**src/rtl/hp_pkg.sv**
```systemverilog
package hp_pkg;

  typedef enum logic [1:0] {
    SEL_CTRL   = 2'b00,
    SEL_DATA_B = 2'b01,
    SEL_ADDR   = 2'b10,
    SEL_DATA   = 2'b11
  } hp_sel_e;

  typedef struct packed {
    logic [1:0] sel;
    logic       half;
    logic       rnw;
  } hp_ctl_t;

endpackage

```
**src/rtl/hp_sync.sv**
```systemverilog
module hp_sync #(
  parameter int          W       = 4,
  parameter int          STAGES  = 2,
  parameter logic [W-1:0] RST_VAL = '1
) (
  input  logic         clk,
  input  logic         rst,
  input  logic [W-1:0] d,
  output logic [W-1:0] q
);

  logic [W-1:0] chain [STAGES];

  for (genvar i = 0; i < STAGES; i++) begin : g_stage
    if (i == 0) begin : g_first
      always_ff @(posedge clk) begin
        if (rst) chain[0] <= RST_VAL;
        else     chain[0] <= d;
      end
    end else begin : g_next
      always_ff @(posedge clk) begin
        if (rst) chain[i] <= RST_VAL;
        else     chain[i] <= chain[i-1];
      end
    end
  end

  assign q = chain[STAGES-1];

endmodule

```
**src/rtl/hp_strobe.sv**
```systemverilog
module hp_strobe
  import hp_pkg::*;
(
  input  logic    clk,
  input  logic    rst,
  input  logic    cs_n_s,
  input  logic    ds1_n_s,
  input  logic    ds2_n_s,
  input  logic    as_n_s,
  input  hp_ctl_t ctl_live,
  output logic    ds_act,
  output logic    ds_fall,
  output logic    ds_rise,
  output hp_ctl_t ctl_lat
);

  logic    act_q, as_act, as_q, as_valid;
  hp_ctl_t as_hold;

  assign ds_act  = ~cs_n_s & (ds1_n_s ^ ds2_n_s);
  assign as_act  = ~cs_n_s & ~as_n_s;
  assign ds_fall = ds_act & ~act_q;
  assign ds_rise = ~ds_act & act_q;
  assign ctl_lat = as_valid ? as_hold : ctl_live;

  always_ff @(posedge clk) begin
    if (rst) begin
      act_q    <= 1'b0;
      as_q     <= 1'b0;
      as_valid <= 1'b0;
      as_hold  <= '0;
    end else begin
      act_q <= ds_act;
      as_q  <= as_act;
      if (ds_rise) as_valid <= 1'b0;
      if (as_act && !as_q) begin
        as_hold  <= ctl_live;
        as_valid <= 1'b1;
      end
    end
  end

endmodule

```
**src/rtl/hp_regs.sv**
```systemverilog
module hp_regs
  import hp_pkg::*;
#(
  parameter int AW = 10,
  parameter int DW = 16,
  localparam int BW = DW / 2
) (
  input  logic          clk,
  input  logic          rst,
  input  logic          ds_fall,
  input  logic          ds_rise,
  input  hp_ctl_t       ctl,
  input  logic [BW-1:0] wbyte,
  input  logic [DW-1:0] mem_rdata,
  output logic [BW-1:0] hd_out,
  output logic          hd_oe,
  output logic [AW-1:0] mem_addr,
  output logic          mem_we,
  output logic          mem_re,
  output logic [DW-1:0] mem_wdata
);

  logic [DW-1:0] ctrl_q, addr_q, rd_word;
  logic [BW-1:0] wr_hi;
  logic          rd_stage;
  logic          is_data;

  assign is_data  = ctl.sel[0];
  assign mem_addr = addr_q[AW-1:0];

  always_ff @(posedge clk) begin
    if (rst) begin
      ctrl_q    <= '0;
      addr_q    <= '0;
      rd_word   <= '0;
      wr_hi     <= '0;
      rd_stage  <= 1'b0;
      hd_out    <= '0;
      hd_oe     <= 1'b0;
      mem_we    <= 1'b0;
      mem_re    <= 1'b0;
      mem_wdata <= '0;
    end else begin
      mem_we   <= 1'b0;
      mem_re   <= 1'b0;
      rd_stage <= mem_re;
      if (rd_stage) begin
        rd_word <= mem_rdata;
        hd_out  <= mem_rdata[DW-1:BW];
      end
      if (ds_rise) hd_oe <= 1'b0;
      if (ds_fall) begin
        if (ctl.rnw) begin
          hd_oe <= 1'b1;
          if (is_data) begin
            if (!ctl.half) mem_re <= 1'b1;
            else           hd_out <= rd_word[BW-1:0];
          end else if (ctl.sel == SEL_ADDR) begin
            hd_out <= ctl.half ? addr_q[BW-1:0] : addr_q[DW-1:BW];
          end else begin
            hd_out <= ctl.half ? ctrl_q[BW-1:0] : ctrl_q[DW-1:BW];
          end
        end else begin
          if (is_data) begin
            if (!ctl.half) begin
              wr_hi <= wbyte;
            end else begin
              mem_we    <= 1'b1;
              mem_wdata <= {wr_hi, wbyte};
            end
          end else if (ctl.sel == SEL_ADDR) begin
            if (ctl.half) addr_q[BW-1:0]  <= wbyte;
            else          addr_q[DW-1:BW] <= wbyte;
          end else begin
            if (ctl.half) ctrl_q[BW-1:0]  <= wbyte;
            else          ctrl_q[DW-1:BW] <= wbyte;
          end
        end
      end
    end
  end

endmodule

```
**src/rtl/host_port.sv**
```systemverilog
module host_port
  import hp_pkg::*;
#(
  parameter int AW      = 10,
  parameter int SYNC_ST = 2
) (
  input  logic          clk,
  input  logic          rst,
  input  logic          hcs_n,
  input  logic          hds1_n,
  input  logic          hds2_n,
  input  logic          has_n,
  input  logic [1:0]    hsel,
  input  logic          hbyte,
  input  logic          hrnw,
  input  logic [7:0]    hd_in,
  output logic [7:0]    hd_out,
  output logic          hd_oe,
  output logic [AW-1:0] mem_addr,
  output logic          mem_we,
  output logic          mem_re,
  output logic [15:0]   mem_wdata,
  input  logic [15:0]   mem_rdata
);

  localparam int NSYNC = 4;

  logic [NSYNC-1:0] raw_n, sync_n;
  logic             ds_act, ds_fall, ds_rise;
  hp_ctl_t          ctl_live, ctl_lat;

  assign raw_n    = {hcs_n, hds1_n, hds2_n, has_n};
  assign ctl_live = '{sel: hsel, half: hbyte, rnw: hrnw};

  hp_sync #(.W(NSYNC), .STAGES(SYNC_ST), .RST_VAL('1)) i_sync (
    .clk (clk),
    .rst (rst),
    .d   (raw_n),
    .q   (sync_n)
  );

  hp_strobe i_strobe (
    .clk      (clk),
    .rst      (rst),
    .cs_n_s   (sync_n[3]),
    .ds1_n_s  (sync_n[2]),
    .ds2_n_s  (sync_n[1]),
    .as_n_s   (sync_n[0]),
    .ctl_live (ctl_live),
    .ds_act   (ds_act),
    .ds_fall  (ds_fall),
    .ds_rise  (ds_rise),
    .ctl_lat  (ctl_lat)
  );

  hp_regs #(.AW(AW), .DW(16)) i_regs (
    .clk       (clk),
    .rst       (rst),
    .ds_fall   (ds_fall),
    .ds_rise   (ds_rise),
    .ctl       (ctl_lat),
    .wbyte     (hd_in),
    .mem_rdata (mem_rdata),
    .hd_out    (hd_out),
    .hd_oe     (hd_oe),
    .mem_addr  (mem_addr),
    .mem_we    (mem_we),
    .mem_re    (mem_re),
    .mem_wdata (mem_wdata)
  );

endmodule

```
**config.mk**
```make
export PLATFORM = sky130hd
export DESIGN_NAME = host_port
export DESIGN_NICKNAME = d
export VERILOG_FILES = /design/src/rtl/hp_pkg.sv /design/src/rtl/hp_sync.sv /design/src/rtl/hp_strobe.sv /design/src/rtl/hp_regs.sv /design/src/rtl/host_port.sv
export SDC_FILE = /design/constraint.sdc
export NUM_CORES = 1
export LEC_CHECK = 0
export ABC_AREA = 1
export BUFFER_PORTS_ARGS = -buffer_cell sky130_fd_sc_hd__buf_2
export CAP_MARGIN = 20
export CORE_ASPECT_RATIO = 1.1
export CORE_UTILIZATION = 61
export CTS_CLUSTER_DIAMETER = 150
export DETAILED_ROUTE_END_ITERATION = 10
export GPL_TIMING_DRIVEN = 0
export PLACE_DENSITY = 0.85
export SYNTH_ARGS = -nofsm -noshare
export SYNTH_HDL_FRONTEND = slang
export SYNTH_SLANG_ARGS = --single-unit
export TNS_END_PERCENT = 50
```
**constraint.sdc**
```tcl
create_clock -name clk -period 3.95 [get_ports clk]
set_input_delay 0.79 -clock clk [delete_from_list [all_inputs] [get_ports clk]]
set_output_delay 0.79 -clock clk [all_outputs]
set_load 0.02 [all_outputs]
```
## After elaboration in Yosys (flattened, before gate mapping)

Memory sizes are Yosys's and may differ from the RTL's.
Index checks and enable logic that the tools add are counted.

| storage, ports and cells | value |
|---|---|
| memory bits (writable) | 8 |
| output and inout port bits | 37 |
| bits in registers | 83 |
| bits of input ports | 34 |
| memories | 1 |

Memory list:

| name | depth | width | read ports | clocked after Yosys merged registers in | wr ports | RTL line | RTL |
|---|---|---|---|---|---|---|---|
| i_sync.chain | 2 | 4 | 2 | 0 | 2 | hp_sync.sv:12 | `logic [W-1:0] chain [STAGES];` |

| operators by class | value |
|---|---|
| equality and inequality tests | 1 |
| mux-type cells | 21 |
| reductions and logical operators | 11 |
| bitwise operators | 16 |

Operators with widths:

| kind | number |
|---|---|
| 8-bit 2-to-1 mux | 8 |
| 5-bit AND reduction | 4 |
| 4-bit 2-to-1 mux | 3 |
| 1-bit 2-to-1 mux | 10 |
| 1-bit inverter | 9 |
| 4-bit AND reduction | 2 |
| 4-bit OR reduction | 2 |
| 1-bit bitwise AND | 4 |
| 2-bit equality test, second input constant | 1 |
| 1-bit OR | 2 |
| 2-bit nonzero test | 1 |
| 1-bit logical AND | 1 |
| 1-bit logical NOT | 1 |
| 1-bit bitwise XOR | 1 |

## Depth between registers and ports, before layout

Gate-level depths: netlist (run 1).

| depth | value |
|---|---|
| depth after elaboration | 7 |
| gate-level depth with buffers | 12 |

## By module

Synthesis (run 1) repeated with hierarchy kept, for this count alone.

| unflattened totals | value |
|---|---|
| cell total of the unflattened synthesis | 545 |
| area total of the unflattened synthesis | 3822.4 sq um |

Modules (own cells, without submodules):

| module | sequential area each (sq um) | times used | area an instance (sq um) | cells an instance |
|---|---|---|---|---|
| hp_regs | 1521.5 | 1 | 3283.1 | 481 |
| hp_strobe | 140.1 | 1 | 315.3 | 39 |
| hp_sync | 160.2 | 1 | 224.0 | 25 |

## Least setup slack after synthesis (run 1)

OpenSTA, ideal clock, no wires.

| path | value |
|---|---|
| path kind | in2reg |
| start | input hbyte |
| end | register i_regs.addr_q[10] |
| cell stages on the path | 9 |
| path buffers | 1 |
| required time | 3.837 ns |
| slack | 2.290 ns |
| setup time | 0.113 ns |
| arrival | 1.547 ns |
| cells stage by stage | inv_1 nand2_1 nand2_2 nand2_4 nor2_4 nand2_4 buf_6 nor2_1 nor2_1 |

| between the ends | value |
|---|---|
| word-level cells in the longest chain between the ends | 3 |

RTL lines:

| element | RTL line | RTL |
|---|---|---|
| start: declaration | host_port.sv:14 | `input logic hbyte,` |
| 4-bit 2-to-1 mux | hp_strobe.sv:24 | `assign ctl_lat = as_valid ? as_hold : ctl_live;` |
| 1-bit inverter (no line) | n/a |  |
| 5-bit AND reduction (no line) | n/a |  |
| end signal: indexed assignment | hp_regs.sv:72 | `if (ctl.half) addr_q[BW-1:0] <= wbyte;` |
| end signal: indexed assignment | hp_regs.sv:73 | `else addr_q[DW-1:BW] <= wbyte;` |
| end: declaration | hp_regs.sv:23 | `logic [DW-1:0] ctrl_q, addr_q, rd_word;` |

Every way passes these cells.
A chain may end at the register's enable or synchronous reset.

==> impl_metrics.csv, run 1 <==
group,metric,value,unit
floorplanning,die_area,7450,um^2
cts,clock_sinks,91,
timing,fin_ws,2.01,ns
cts,cts_max_level,3,
run,max_cap_viol_count,0,
setup_path,path_cells,"buf_2 -> inv_1 -> clkbuf_1 -> clkbuf_1 -> nand2_1 -> nor2_1",
cells_and_area,multi_input_area,2000,um^2
synth,ys_types,23,
setup_path,critPathSlowestCell,"clkbuf_1",
detailed_routing,routed_wl,10300,um
setup_path,cp.required,4.24,ns
synth,synth_top_family_by_area,"simple AND/OR/NAND/NOR gates",
cts,cts_setup_buffers,0,
timing,setup_viol,0,
synth,synth_area_leader_cell,"dfxtp_1",
synth,yosysMostFrequentCell,"nand2_1",
cts,cts_root_buf,"clkbuf_8",
global_route,antenna_found_initial,0,
setup_path,path_depth,6,
synth,syn_area_per_cell,6.57,um^2
cells_and_area,area_delta_synth_final,15.5,%
timing,setup-tns-final,0,ns
floorplanning,start_util,64.6,%
setup_path,start_kind,"input port",
detailed_routing,drt-initial-drc-count,266,
floorplanning,die_w,82.4,um
cells_and_area,drive_gt1_share,20.0,%
setup_path,arrival,2.23,ns
floorplanning,rows,31,
detailed_routing,via_per_inst,5.05,
floorplanning,die_y,90.4,um
synth,synth_compound_area_share,3.69,%
synth,synthMuxAreaShare,0,%
cts,clk_latency,0.36,ns
timing,rsz0062_at_grt,"no",
setup_path,path_buf_inv,4,
cells_and_area,stdcell_area,5010,um^2
synth,synthXorXnorAreaFrac,0,%
timing,fmax,515,MHz
pwr,powerDensity,350,nW/um^2
cells_and_area,fin_util,74.6,%
detailed_routing,ant_nets,0,
synth,synth-simple-area-share,42.4,%
synth,synth-edff-count,0,
setup_path,cp_top_family,"buffers and inverters",
synth,synth_common_cells,"nand2_1, nor2_1, dfxtp_1",
pwr,p_leak,0.00275,uW
cts,cts_tree,"yes",
timing,min_period,1.94,ns
floorplanning,num_io_pins,71,
synth,yosysTopAreaCellShare,42.0,%
detailed_routing,drc_errors,0,
synth,yosysWarnings,0,
cts,clk_pin_slew,0.09,ns
cells_and_area,final-seq-area,1820,um^2
setup_path,worstSetupPathType,"in -> reg",
timing,fin_crit_sh,49.1,%
detailed_routing,wl_per_cell,12.5,um
cts,postCtsHoldBufs,0,
placed_design,gp_congestion,0.915,
synth,yosys_most_used_dff,"dfxtp_1",
placed_design,pre_cts_slack,1.72,ns
synth,netlist_area,4340,um^2
placed_design,dp_hpwl,7370,um
floorplanning,core_area,6710,um^2
worst_hold_path,min_path_cells,1,
setup_path,cp-end-kind,"register",
global_route,grt_overflow,0,
synth,yosysSeqAreaShare,42.0,%
cells_and_area,antenna_cells,0,
synth,async_flop_share,0,%
cts,cts_resized,0,
status,status,"finished, final reports clean",
setup_path,critPathMaxFanout,10,
detailed_routing,vias,4184,
timing,max-slew-margin-rel,52.6,%
timing,max_slew.worst_pin.slew,0.705,ns
global_route,grt_pass1_vias,3902,
global_route,grt_usage,29.8,%
cts,clk_path_buf_depth,2,
placed_design,numPortBuffers,70,
synth,ys_seq_elements,91,
cells_and_area,fillerInstances,583,
placed_design,post_dp_cell_area,4790,um^2
setup_path,critical-path-max-stage-delay,0.50,ns
global_route,grt_max_degree,16,
synth,synthAdderAreaFrac,0,%
pwr,peakVddDrop,367,uV
synth,syn_nets,694,
synth,postSynthCellCount,660,
cells_and_area,nNetsFinal,775,
setup_path,worstRegToRegCells,7,
timing,report.final.slew_viol_count,0,
global_route,grt_pass1_wl,17100,um
timing,fin_skew,0.00867,ns
detailed_routing,drt_first_pass_iters,5,
setup_path,crit_top_cell,"clkbuf_1",
timing,hold_violations,0,
synth,synthTopCellsByArea,"dfxtp_1, nand2_1, nor2_1",
cts,cts_made_buffers,9,
worst_hold_path,hp-class,"reg -> reg",
[registers in the layout (all words and copies together) (netlist names)]
| name | cells |
|---|---|
| i_regs.addr_q | 16 |
| i_regs.ctrl_q | 16 |
| i_regs.hd_oe | 1 |
| i_regs.hd_out | 8 |
| i_regs.mem_re | 1 |
| i_regs.mem_wdata | 16 |
| i_regs.mem_we | 1 |
| i_regs.rd_stage | 1 |
| i_regs.rd_word | 8 |
| i_regs.wr_hi | 8 |
| i_strobe.act_q | 1 |
| i_strobe.as_hold | 4 |
| i_strobe.as_q | 1 |
| i_strobe.as_valid | 1 |
| i_sync.chain | 8 |
[worst paths after layout]
kind | start | to | slack [ns]
max | rst | i_regs.wr_hi[7] | 2.01
min | i_sync.chain[0][3] | i_sync.chain[1][3] | 0.42
max reg2reg | i_sync.chain[1][2] | i_regs.hd_out[0] | 2.39
min reg2reg | i_sync.chain[0][3] | i_sync.chain[1][3] | 0.42
[placed cells by master, fill, tap and decap left out]
master and n:
a21oi_1 17, buf_2 81, buf_4 12, buf_6 5
bufinv_16 2, clkbuf_1 10, clkbuf_8 9, clkinv_1 1
clkinv_2 2, clkinv_4 2, clkinvlp_4 1, dfxtp_1 91
inv_1 69, inv_4 1, inv_6 1, nand2_1 211
nand2_2 9, nand2_4 9, nand3_1 41, nand3_4 1
nor2_1 138, nor2_4 5, nor2_8 1, nor3_1 3
nor4_1 1, o21ai_0 15, or2_2 8
[worst reg2reg max path, cell delays in order, from the launching register on]
cell and delay, ns:
dfxtp_1 0.33, nand2_1 0.08, nand2_1 0.08, nor2_4 0.15
nand3_1 0.26, buf_2 0.30, nor2_1 0.17, a21oi_1 0.09
[layer usage]
metal	vias up	GRT usage, %	wire [um]
met4	0	14.9	319
li1	2134	-	-
met5	-	0	0
met3	30	4.65	598
met2	156	48.8	5040
met1	1864	37.0	4350
[kinds of logic (layout without fill, tap and decap cells)]
family          after synthesis  in the layout
simple gates                427            427
buf+inv                     110            196
flops                        91             91
compound gates               32             32
[power breakdown]
group / internal (uW) / total, uW / switching [uW] / leakage [uW]
registers: 924 / 928 / 3.59 / 0.000735
clock network: 358 / 692 / 334 / 0.000106
logic: 43.3 / 134 / 90.8 / 0.00191
[metrics by stage]
| stage | hold WS [ns] | power (uW) | cells |
|---|---|---|---|
| after floorplan | 0.389 | 1030 | 660 |
| after global placement | 0.395 | 1080 | 812 |
| after detailed placement | 0.394 | 1080 | 812 |
| after CTS | 0.415 | 1760 | 828 |
| after global routing | 0.433 | 1810 | 828 |
| final | 0.415 | 1750 | 828 |
[final cells by class]
cell class	instances	share of cell area, %
multi-input combinational	459	39.9
sequential	91	36.4
timing repair buffer	70	6.99
inverter	73	5.65
buffer	37	4.70
clock buffer	10	2.55
tap	82	2.05
clock inverter	6	1.80
Note: power is estimated with default switching activity, not from simulation.
==> run 2, diff against run 1 <==
--- a/config.mk
+++ b/config.mk
@@ -9,11 +9,11 @@
 export BUFFER_PORTS_ARGS = -buffer_cell sky130_fd_sc_hd__buf_2
 export CAP_MARGIN = 20
 export CORE_ASPECT_RATIO = 1.1
-export CORE_UTILIZATION = 61
+export CORE_UTILIZATION = 51
 export CTS_CLUSTER_DIAMETER = 150
 export DETAILED_ROUTE_END_ITERATION = 10
 export GPL_TIMING_DRIVEN = 0
-export PLACE_DENSITY = 0.85
+export PLACE_DENSITY = 0.76
 export SYNTH_ARGS = -nofsm -noshare
 export SYNTH_HDL_FRONTEND = slang
 export SYNTH_SLANG_ARGS = --single-unit
==> constraint.sdc (replaced) <==
create_clock -name clk -period 1.75 [get_ports clk]
set_input_delay 0.35 -clock clk [delete_from_list [all_inputs] [get_ports clk]]
set_output_delay 0.35 -clock clk [all_outputs]
set_load 0.02 [all_outputs]
==> impl_metrics.csv, run 2 (synthesis results as in run 1) <==
group,metric,value,unit
status,status,"finished, final reports clean",
timing,max-slew-margin-rel,50.1,%
placed_design,post_dp_cell_area,4820,um^2
detailed_routing,routed_wl,10300,um
detailed_routing,drt-initial-drc-count,171,
pwr,combPwrFrac,7.8,%
timing,fin_ws,0.169,ns
pwr,power.internal,2860,uW
worst_hold_path,hp-class,"in -> reg",
cts,clk_path_buf_depth,2,
placed_design,numPortBuffers,70,
timing,max_slew.worst_pin.slew,0.742,ns
pwr,p_leak,0.00274,uW
setup_path,cp.required,2.01,ns
cts,cts_root_buf,"clkbuf_8",
global_route,grt_overflow,0,
cells_and_area,top_regs,"i_regs.addr_q: 16 flops, i_regs.ctrl_q: 16 flops, i_regs.mem_wdata: 16 flops",
cells_and_area,antenna_cells,0,
pwr,peakVddDrop,424,uV
pwr,p_clk_share,37.9,%
placed_design,pre_cts_slack,-0.0180,ns
detailed_routing,wl_per_cell,12.0,um
detailed_routing,drc_errors,0,
placed_design,gp_congestion,0.860,
detailed_routing,via_per_inst,4.81,
floorplanning,die_y,98.7,um
timing,min_period,1.58,ns
setup_path,arrival,1.84,ns
cells_and_area,nNetsFinal,775,
floorplanning,die_area,8880,um^2
floorplanning,start_util,53.7,%
setup_path,cp-end-kind,"register",
cts,clk_latency,0.36,ns
cells_and_area,area_delta_synth_final,15.8,%
setup_path,rrSetupSlack,0.17,ns
cts,cts_tree,"yes",
pwr,switchingPower,991,uW
timing,fmax,632,MHz
cts,cts_resized,0,
cts,cts_setup_buffers,0,
cells_and_area,layout_commonest_cell,"nand2_1",
detailed_routing,ant_nets,0,
floorplanning,die_w,89.9,um
detailed_routing,vias,4112,
cells_and_area,multi_input_area,2000,um^2
cts,clock_sinks,91,
setup_path,worstSetupPathType,"reg -> reg",
cells_and_area,final-seq-area,1820,um^2
global_route,grt_pass1_vias,3848,
cts,postCtsHoldBufs,0,
cts,clk_pin_slew,0.10,ns
global_route,antenna_found_initial,0,
floorplanning,num_io_pins,71,
cells_and_area,stdcell_area,5020,um^2
timing,fin_skew,0.0106,ns
global_route,grt_max_degree,17,
floorplanning,core_area,8080,um^2
global_route,grt_pass1_wl,17500,um
detailed_routing,drt_first_pass_iters,5,
pwr,power_frac_seq,54.3,%
run,max_cap_viol_count,0,
cells_and_area,layout_common_cells,"nand2_1, nor2_1, dfxtp_1",
cts,cts_made_buffers,9,
cells_and_area,drive_gt1_share,20.0,%
placed_design,dp_hpwl,7510,um
timing,holdWs,0.159,ns
cts,cts_max_level,3,
timing,report.final.slew_viol_count,0,
global_route,grt_usage,24.3,%
floorplanning,rows,34,
setup_path,start_kind,"register",
timing,fin_crit_sh,90.4,%
cells_and_area,fillerInstances,770,
timing,setup_viol,0,
timing,hold_violations,0,
pwr,powerDensity,767,nW/um^2
timing,rsz0062_at_grt,"no",
setup_path,critPathMaxFanout,10,
pwr,switching_share,25.7,%
-- run 2: area by class of cell --
| type | count | area share, % |
|---|---|---|
| Clock buffer | 10 | 2.54 |
| Sequential cell | 91 | 36.3 |
| Timing Repair Buffer | 70 | 6.97 |
| Buffer | 37 | 4.68 |
| Inverter | 73 | 5.63 |
| Clock inverter | 6 | 1.44 |
| Tap cell | 108 | 2.69 |
| Multi-Input combinational cell | 459 | 39.8 |
-- run 2: power groups by stage --
stage / logic (uW) / registers (uW) / clock network, uW
6_report: 300 / 2090 / 1460
5_1_grt: 334 / 2100 / 1580
4_1_cts: 299 / 2090 / 1490
3_5_place_dp: 298 / 2140 / 0
3_3_place_gp: 292 / 2140 / 0
2_1_floorplan: 182 / 2150 / 0
-- run 2: critical path, cell delays in order, from the launching register on --
cell and delay, ns:
dfxtp_1 0.34, nand2_1 0.09, nand2_1 0.09, nor2_4 0.15
nand3_1 0.27, buf_2 0.30, a21oi_1 0.15, a21oi_1 0.09
-- run 2: per-stage QoR --
stage	total power [uW]	TNS (ns)	cells	util, %
floorplan	2330	0	660	-
global placement	2430	-0.0229	838	59.7
detailed placement	2440	-0.120	838	59.7
CTS	3880	0	854	62.2
global route	4010	0	854	62.2
finish	3850	0	854	62.2
-- run 2: worst paths after layout --
| check | start | end | cells after the start |
|---|---|---|---|
| hold reg to reg | i_sync.chain[0][1] | i_sync.chain[1][1] | 1 |
| setup / recovery | i_sync.chain[1][2] | i_regs.hd_out[7] | 7 |
| hold / removal | hds1_n | i_sync.chain[0][2] | 2 |
| setup reg to reg | i_sync.chain[1][2] | i_regs.hd_out[7] | 7 |
-- run 2: layer usage --
layer | wire, um | global-route usage, % | part of all wire [%] | up-vias
met1 | 4550 | 30.3 | 44 | 1836
met5 | 0 | 0 | 0 | -
met2 | 5020 | 43.0 | 49 | 128
met4 | 169 | 8.44 | 1.6 | 0
li1 | - | - | - | 2132
met3 | 521 | 3.47 | 5.1 | 16
